`src/rtl/flash_status_gen.sv`:
```
module flash_status_gen #(
  parameter int DATA_W = 8
) (
  input  logic              clk,
  input  logic              rst_n,
  input  logic [2:0]        op_code,
  input  logic              time_limit,
  input  logic              prog_d7,
  input  logic              addr_in_erase,
  input  logic              rd_strobe,
  input  logic [DATA_W-1:0] array_data,
  output logic [DATA_W-1:0] rd_data
);

  localparam logic [2:0] OP_IDLE  = 3'd0;
  localparam logic [2:0] OP_PROG  = 3'd1;
  localparam logic [2:0] OP_ERASE = 3'd2;
  localparam logic [2:0] OP_SUSP  = 3'd3;
  localparam logic [2:0] OP_SPROG = 3'd4;

  logic strobe_d, rd_edge;
  logic tog_op, tog_addr;
  logic is_prog, is_erase, is_susp, busy;
  logic show_status;
  logic [DATA_W-1:0] status;

  assign is_prog  = (op_code == OP_PROG) || (op_code == OP_SPROG);
  assign is_erase = (op_code == OP_ERASE);
  assign is_susp  = (op_code == OP_SUSP);
  assign busy     = is_prog || is_erase || is_susp;
  assign rd_edge  = rd_strobe && !strobe_d;

  assign show_status = is_prog || is_erase || (is_susp && addr_in_erase);

  always_ff @(posedge clk) begin
    if (!rst_n) begin
      strobe_d <= 1'b0;
      tog_op   <= 1'b0;
      tog_addr <= 1'b0;
    end else begin
      strobe_d <= rd_strobe;
      if (!busy) begin
        tog_op   <= 1'b0;
        tog_addr <= 1'b0;
      end else if (rd_edge) begin
        if (is_prog || is_erase)
          tog_op <= ~tog_op;
        if ((is_erase || is_susp) && addr_in_erase)
          tog_addr <= ~tog_addr;
      end
    end
  end

  always_comb begin
    status = '0;
    if (is_prog) begin
      status[7] = ~prog_d7;
      status[6] = tog_op;
      status[5] = time_limit;
      status[2] = 1'b1;
    end else if (is_erase) begin
      status[6] = tog_op;
      status[5] = time_limit;
      status[3] = 1'b1;
      status[2] = addr_in_erase ? tog_addr : 1'b1;
    end else if (is_susp) begin
      status[7] = 1'b1;
      status[6] = 1'b1;
      status[2] = tog_addr;
    end
  end

  assign rd_data = show_status ? status : array_data;

  // idle and unused codes pass the array word
  p_idle_pass_r1: assert property (@(posedge clk) disable iff (!rst_n)
    (!busy) |-> (rd_data == array_data));

  // bit-6 toggle only moves on a strobe edge or a return to idle
  p_op_toggle_edge_r3: assert property (@(posedge clk) disable iff (!rst_n)
    (tog_op != $past(tog_op)) |-> ($past(rd_edge) || $past(!busy)));

  // non-erasing sector reads during erase leave the address toggle alone
  p_addr_toggle_hold_r5: assert property (@(posedge clk) disable iff (!rst_n)
    (is_erase && !addr_in_erase) |=> (tog_addr == $past(tog_addr)));

  // time-limit flag visible in program and erase status
  p_time_limit_r9: assert property (@(posedge clk) disable iff (!rst_n)
    ((is_prog || is_erase) && time_limit) |-> rd_data[5]);

  // reserved positions stay zero in status reads
  p_reserved_zero_r10: assert property (@(posedge clk) disable iff (!rst_n)
    show_status |-> (rd_data[1:0] == 2'b00 && rd_data[4] == 1'b0));

  // idle clears both toggles
  p_idle_clear_r11: assert property (@(posedge clk) disable iff (!rst_n)
    (!busy) |=> (!tog_op && !tog_addr));

endmodule

```
`config.mk`:
```
export PLATFORM = sky130hd
export DESIGN_NAME = flash_status_gen
export DESIGN_NICKNAME = d
export VERILOG_FILES = /design/src/rtl/flash_status_gen.sv
export SDC_FILE = /design/constraint.sdc
export NUM_CORES = 1
export LEC_CHECK = 0
export ABC_AREA = 1
export BUFFER_PORTS_ARGS = -buffer_cell sky130_fd_sc_hd__buf_2
export CORE_AREA = 2 2 39 41
export DETAILED_ROUTE_END_ITERATION = 16
export DIE_AREA = 0 0 41 43
export PLACE_DENSITY = 0.65
export SLEW_MARGIN = 15
export SYNTH_ARGS = -nofsm -noshare
export SYNTH_HDL_FRONTEND = slang
export SYNTH_SLANG_ARGS = --single-unit
```
`constraint.sdc`:
```
create_clock -name clk -period 2.8 [get_ports clk]
set_input_delay 0.14 -clock clk [delete_from_list [all_inputs] [get_ports clk]]
set_output_delay 0.14 -clock clk [all_outputs]
set_load 0.01 [all_outputs]
```
==> results.cfg, run 1 <==
[cts]
clock_path_buffers = 2
cts_root_buf = clkbuf_4
cts_setup_buffers = 0
cts_tree = yes
cts_sinks = 3
htree_levels = 1
cts_hold_buf = 0
cts_buffers = 3
path_clk_slew_ps = 40
clkLatencyLatePin_ps = 240
cts_resized = 0

[finish]
drive_gt1_frac = 0.488
fillers = 163
fin_area_sq_um = 495
syn_to_final_growth_pct = 50.6
final_nets = 100
n_antenna_cell = 0

[place]
dpl.hpwl_um = 651
dpl_cell_area_sq_um = 469
place_congestion = 0.700
port_buffers = 24

[global_routing]
gr-max-usage-layer = met2
use_met3 = 0.0419
grt_pass1_vias = 359
grt_overflow = 0
use_met2 = 0.166
grt_pass1_wl_mm = 1.30
grt_util_all_layers = 0.112
grt_max_degree = 9
gr-usage-met1 = 0.116
antenna_found_initial = 0

[logic_synthesis]
synth_nets = 71
ys_top_cells_by_area = dfxtp_1 (18%), inv_1 (14%), nand2_1 (13%)
synth_top_area_frac = 0.183
ys_types = 15
synthesis.area_sq_um = 329
yosysMostFrequentCell = inv_1
yosys_warnings = 0
synthFlopType = dfxtp_1
synth_edf_count = 0
ys_seq_elements = 3
synth_top_cell_by_area = dfxtp_1
seq_area_frac_synth = 0.183
avgSynthCellArea_sq_um = 6.09
synth_cells = 54
async_reset_ff_frac = 0
synth_common_cells = inv_1 (12), nand2_1 (11), nor2_1 (6)

[power]
p_clk_frac = 0.410
p_leak_nw = 0.290
switching_share = 0.328
power_w = 0.000188
p_switching_w = 0.0000618
seqPwrFrac = 0.238
combPwrFrac = 0.352
ir_worst_vdd_v = 0.000145
power_density_nw_per_um2 = 380
internal_power_w = 0.000127

[die]
initial_core_util = 0.238
ios = 25
dieWidth_um = 41
die_y_um = 43
std_cell_rows = 14
die-area_sq_um = 1760
core-area_sq_um = 1380

[timing]
worstMarginPinSlew_ps = 306
relSlewSlack = 0.795
finClkSkew_ps = 2.52
finalSetupTns_ps = 0
min_period_ps = 1160
maxSlewViolCount = 0
rsz0062_at_grt = false
hold_viol_final = 0
fmax_mhz = 866
setup_violations = 0
finalCritPeriodShare = 0.413

[hold_path]
whs_path_depth = 3
hold_path_class = input pin to flop
worstHoldEndpoint = strobe_d
hold_path.startpoint = rd_strobe

[run_status]
status = completed

[worst_setup_path]
path_delay_family = flip-flops
crit_path_cell_trace = nor2_1 -> o21ai_0 -> nand2_1 -> nand2_1 -> buf_2
cp.required_ps = 2660
cp_num_buf_inv = 1
slowest_delay_ps = 340
r2r_start = strobe_d
slowest_stage = dfxtp_1
crit_path_start_kind = flop
worstPathMaxFanout = 3
r2r-end = tog_addr
crit_type = flop to output port
cp_data_arrival_time_ps = 1020
r2r_slack_ps = 1810
cpMostUsedCell = nand2_1
reg2regPathDepth = 6
cp-end-kind = output port

[detailed_routing]
drt_iter0_markers = 6
drc = 0
via_per_inst = 4.16
ant_nets = 0
drtPass1Iterations = 3
routed_wl_um = 784
via_count = 408
wl_per_cell_um = 8.00

[job]
maxCapViolCount = 0
stage by stage:
step                hold slack (ps)  std cells   util  setup WS (ps)
floorplan                       233         54      -           1930
global placement                333         94  0.339           1710
detailed placement              338         94  0.339           1690
CTS                            87.5         98  0.358           1630
global route                    107         98  0.358           1550
finish                         95.3         98  0.358           1640
final cells by class:
type                       instances  area (sq um)  area share
clock buffer                       4          26.3      0.0530
inverter                          14          52.6       0.106
multi-input combinational         37           216       0.437
sequential                         3          60.1       0.121
tap                               16          20.0      0.0404
timing repair buffer              24           120       0.242
registers in the layout (all words and copies together), names as in the netlist:
| name | cells |
|---|---|
| strobe_d | 1 |
| tog_addr | 1 |
| tog_op | 1 |
cell families after synthesis:
group	count (synthesis)	synth area share
AO/OA/AOI/OAI	7	0.137
AND/OR/NAND/NOR	30	0.521
buffers and inverters	14	0.160
flip-flops	3	0.183
power by group through the flow:
stage               combinational (W)  sequential, W  clock [W]
floorplan                   0.0000391      0.0000454          0
global placement            0.0000663      0.0000454          0
detailed placement          0.0000669      0.0000455          0
CTS                         0.0000671      0.0000448  0.0000819
global route                0.0000742      0.0000449  0.0000878
finish                      0.0000662      0.0000448  0.0000772
tightest hold or removal path, cell delays in order:
cell     delay [ps]
buf_2            80
nand2_1          40
inv_1            40
worst max path at each step:
stage / from / to / slack [ps] / cells past startpoint
after global routing: tog_addr / rd_data[2] / 1550 / 5
after CTS: tog_addr / rd_data[2] / 1630 / 5
after global placement: op_code[1] / rd_data[6] / 1710 / 8
after detailed placement: op_code[1] / rd_data[6] / 1690 / 8
final: tog_addr / rd_data[2] / 1640 / 5
after floorplan: strobe_d / tog_addr / 1930 / 6
cells in the final DEF, fill, tap and decap left out:
| master | netlist | routed |
|---|---|---|
| clkbuf_1 | 0 | 1 |
| nand2_1 | 11 | 11 |
| clkbuf_4 | 0 | 3 |
| inv_2 | 2 | 2 |
| o21ai_0 | 2 | 2 |
| buf_2 | 0 | 24 |
| inv_1 | 12 | 12 |
| nand3_2 | 2 | 2 |
| a21oi_2 | 2 | 2 |
| nor2_2 | 2 | 2 |
| o21a_1 | 1 | 1 |
| nand4_1 | 1 | 1 |
| nor2_1 | 6 | 6 |
| nand3_1 | 3 | 3 |
| dfxtp_1 | 3 | 3 |
| o21ai_1 | 2 | 2 |
| nand3_4 | 2 | 2 |
| nand2_2 | 3 | 3 |
routing by layer:
metal	share of wire	vias up
li1	-	221
met4	0.038	0
met2	0.51	11
met1	0.38	172
met5	0	-
met3	0.075	4
Power figures use the tool's default switching activity.
==> run 2, diff against run 1 <==
==> constraint.sdc (replaced) <==
create_clock -name clk -period 1.1 [get_ports clk]
set_input_delay 0.055 -clock clk [delete_from_list [all_inputs] [get_ports clk]]
set_output_delay 0.055 -clock clk [all_outputs]
set_load 0.01 [all_outputs]
==> results.cfg, run 2 (same netlist as run 1, synthesis figures left out) <==
[detailed_routing]
wl_per_cell_um = 8.59
via_per_inst = 4.33
via_count = 424
drc = 0
drt_iter0_markers = 7
drtPass1Iterations = 4
ant_nets = 0
routed_wl_um = 842

[power]
p_leak_nw = 0.290
power_density_nw_per_um2 = 956
ir_worst_vdd_v = 0.000630

[timing]
finClkSkew_ps = 2.09
setup_violations = 0
finalCritPeriodShare = 0.914
min_period_ps = 1010
hold_viol_final = 0
worstMarginPinSlew_ps = 302
finalSetupTns_ps = 0
maxSlewViolCount = 0
relSlewSlack = 0.798
fmax_mhz = 995
rsz0062_at_grt = false

[finish]
final_nets = 100
top_regs = strobe_d (1), tog_addr (1), tog_op (1)
layout_common_cells = buf_2 (24), inv_1 (12), nand2_1 (11)
n_antenna_cell = 0
drive_gt1_frac = 0.512
layout_commonest_cell = buf_2
syn_to_final_growth_pct = 51.7
final_cells = 98

[die]
die_y_um = 43
std_cell_rows = 14
ios = 25
initial_core_util = 0.238
core-area_sq_um = 1380
die-area_sq_um = 1760
dieWidth_um = 41

[worst_setup_path]
cp.required_ps = 1040
cp-end-kind = output port
cp_data_arrival_time_ps = 950
worstPathMaxFanout = 3
crit_path_start_kind = flop
startpoint = tog_addr
crit_type = flop to output port
r2r_start = strobe_d

[place]
place_inst = 94
dpl.hpwl_um = 704
place_congestion = 0.688
port_buffers = 24

[global_routing]
grt_util_all_layers = 0.112
grt_overflow = 0
grt_pass1_wl_mm = 1.33
grt_max_degree = 9
grt_pass1_vias = 352
antenna_found_initial = 0

[hold_path]
hold_path.startpoint = rd_strobe
hold_path_class = input pin to flop

[cts]
cts_sinks = 3
cts_hold_buf = 0
path_clk_slew_ps = 40
cts_root_buf = clkbuf_4
htree_levels = 1
clock_path_buffers = 2
clkLatencyLatePin_ps = 230
cts_tree = yes
cts_setup_buffers = 0
cts_buffers = 3

[run_status]
status = completed

[job]
maxCapViolCount = 0
## run 2: per-layer routing
layer / vias to the layer above / global-route usage / part of all wire
li1: 221 / - / -
met1: 192 / 0.122 / 0.37
met2: 11 / 0.172 / 0.57
met3: 0 / 0.0524 / 0.065
met4: 0 / 0.0600 / 0
met5: - / 0 / 0
## run 2: final cells by class
class | instances | area [sq um]
Inverter | 14 | 52.6
Sequential cell | 3 | 61.3
Fill cell | 156 | 885
Tap cell | 16 | 20.0
Clock buffer | 4 | 26.3
Timing Repair Buffer | 24 | 120
Multi-Input combinational cell | 37 | 219
## run 2: path summary, 6_finish.rpt
path	to	slack, ps	depth (start not counted)
worst max-delay path	rd_data[2]	90	5
worst min-delay path	strobe_d	30	3
worst max register to register	tog_addr	120	6
worst min register to register	tog_op	460	2
## run 2: per-stage QoR
step	util	hold WS, ps	total power [W]	setup slack, ps	area (sq um)
2_1_floorplan	-	148	0.000215	228	329
6_report	0.361	26.4	0.000477	94.6	499
3_3_place_gp	0.339	245	0.000283	148	469
4_1_cts	0.358	21.4	0.000490	3.86	495
3_5_place_dp	0.339	264	0.000287	141	469
5_1_grt	0.361	39.8	0.000518	0.292	499
## run 2: timing repair
item,4_1_cts,5_1_grt
endpoints found under the hold margin,0,0
resized for setup,0,3
setup endpoints to repair,0,1
## run 2: critical path, cell delays in order (launching register included)
cell	delay, ps
dfxtp_2	340
nor2_2	40
o21ai_1	100
nand2_1	60
nand2_1	50
buf_2	120
## run 2: where the power goes
part	internal (W)	switching, W
clock	0.000136	0.0000557
combinational	0.0000736	0.0000976
sequential	0.000113	0.00000136
==> run 3, diff against run 2 <==
==> constraint.sdc (replaced) <==
create_clock -name clk -period 1.2 [get_ports clk]
set_input_delay 0.06 -clock clk [delete_from_list [all_inputs] [get_ports clk]]
set_output_delay 0.06 -clock clk [all_outputs]
set_load 0.01 [all_outputs]
==> results.cfg, run 3 (same netlist as run 1, synthesis figures left out) <==
[die]
die-area_sq_um = 1760
die_y_um = 43
ios = 25
std_cell_rows = 14
dieWidth_um = 41
initial_core_util = 0.238
core-area_sq_um = 1380

[finish]
syn_to_final_growth_pct = 50.6
drive_gt1_frac = 0.488
fin_area_sq_um = 495
n_antenna_cell = 0
top_regs = strobe_d (1), tog_addr (1), tog_op (1)
layout_commonest_cell = buf_2
final_nets = 100
layout_common_cells = buf_2 (24), inv_1 (12), nand2_1 (11)

[place]
place_congestion = 0.688
dpl_cell_area_sq_um = 469
port_buffers = 24
dpl.hpwl_um = 686

[cts]
clock_path_buffers = 2
cts_resized = 0
cts_root_buf = clkbuf_4
cts_tree = yes
path_clk_slew_ps = 40
cts_setup_buffers = 0
cts_sinks = 3
htree_levels = 1
cts_buffers = 3
cts_hold_buf = 0
clkLatencyLatePin_ps = 240

[timing]
relSlewSlack = 0.818
hold_viol_final = 0
maxSlewViolCount = 0
finalCritPeriodShare = 0.904
finClkSkew_ps = 3.52
worstMarginPinSlew_ps = 272
min_period_ps = 1080
rsz0062_at_grt = false
finalSetupTns_ps = 0
fmax_mhz = 922
setup_violations = 0

[power]
power_density_nw_per_um2 = 891
ir_worst_vdd_v = 0.000409
p_leak_nw = 0.290

[worst_setup_path]
cp_num_buf_inv = 1
cpMostUsedCell = nand2_1
slowest_delay_ps = 340
crit_path_cell_trace = nor2_1 -> o21ai_0 -> nand2_1 -> nand2_1 -> buf_2
worstPathMaxFanout = 3
crit_path_start_kind = flop
reg2regPathDepth = 6
cp_data_arrival_time_ps = 1020
cp.required_ps = 1140
crit_type = flop to output port
cp-end-kind = output port
path_delay_family = flip-flops
slowest_stage = dfxtp_1
cp.depth = 5

[detailed_routing]
ant_nets = 0
wl_per_cell_um = 8.32
via_count = 402
drt_iter0_markers = 7
via_per_inst = 4.10
drc = 0
drtPass1Iterations = 4
routed_wl_um = 815

[global_routing]
grt_max_degree = 9
antenna_found_initial = 0
grt_pass1_wl_mm = 1.26
grt_pass1_vias = 328
grt_overflow = 0
grt_util_all_layers = 0.108

[hold_path]
hold_path_class = input pin to flop
whs_path_depth = 3

[job]
maxCapViolCount = 0

[run_status]
status = completed
## run 3: cell counts in the layout (fill, tap and decap cells not counted)
Identical to the previous run, type by type.
## run 3: final timing paths
check | from | endpoint | slack [ps]
worst min-delay path | rd_strobe | strobe_d | 20
worst max-delay path | tog_addr | rd_data[2] | 120
worst min register to register | tog_op | tog_op | 470
worst max register to register | strobe_d | tog_addr | 250
## run 3: per-layer routing
layer | up-vias | routed length [um] | part of all wire | GRT usage
met4 | 0 | 0 | 0 | 0.0800
li1 | 224 | - | - | -
met2 | 14 | 443 | 0.54 | 0.153
met1 | 164 | 314 | 0.39 | 0.124
met3 | 0 | 57 | 0.070 | 0.0419
met5 | - | 0 | 0 | 0
## run 3: power by group
group / total [W] / internal, W / switching (W) / leakage [nW]
logic: 0.000156 / 0.0000670 / 0.0000890 / 0.250
registers: 0.000105 / 0.000104 / 0.00000117 / 0.0245
clock network: 0.000181 / 0.000125 / 0.0000559 / 0.0150
total: 0.000441 / 0.000295 / 0.000146 / 0.290
## run 3: final cells by class
class / instances / area [sq um]
fill: 149 / 888
multi-input combinational: 37 / 216
timing repair buffer: 24 / 120
sequential: 3 / 60.1
inverter: 14 / 52.6
clock buffer: 4 / 26.3
tap: 16 / 20.0
## run 3: worst register-to-register path: stages (launching register included)
cell and delay [ps]:
dfxtp_1 290, nor2_1 240, nand3_1 120, nand2_1 70, nand2_1 40, nand3_1 60
inv_1 40
## run 3: per-stage QoR
| stage | total power, W | hold WS (ps) | instances | worst slack [ps] | util |
|---|---|---|---|---|---|
| 4_1_cts | 0.000453 | 10.5 | 98 | 99.7 | 0.358 |
| 5_1_grt | 0.000470 | 59.5 | 98 | 4.86 | 0.358 |
| 3_5_place_dp | 0.000263 | 262 | 94 | 233 | 0.339 |
| 6_report | 0.000441 | 20.7 | 98 | 116 | 0.358 |
| 2_1_floorplan | 0.000197 | 153 | 54 | 328 | - |
| 3_3_place_gp | 0.000260 | 250 | 94 | 238 | 0.339 |
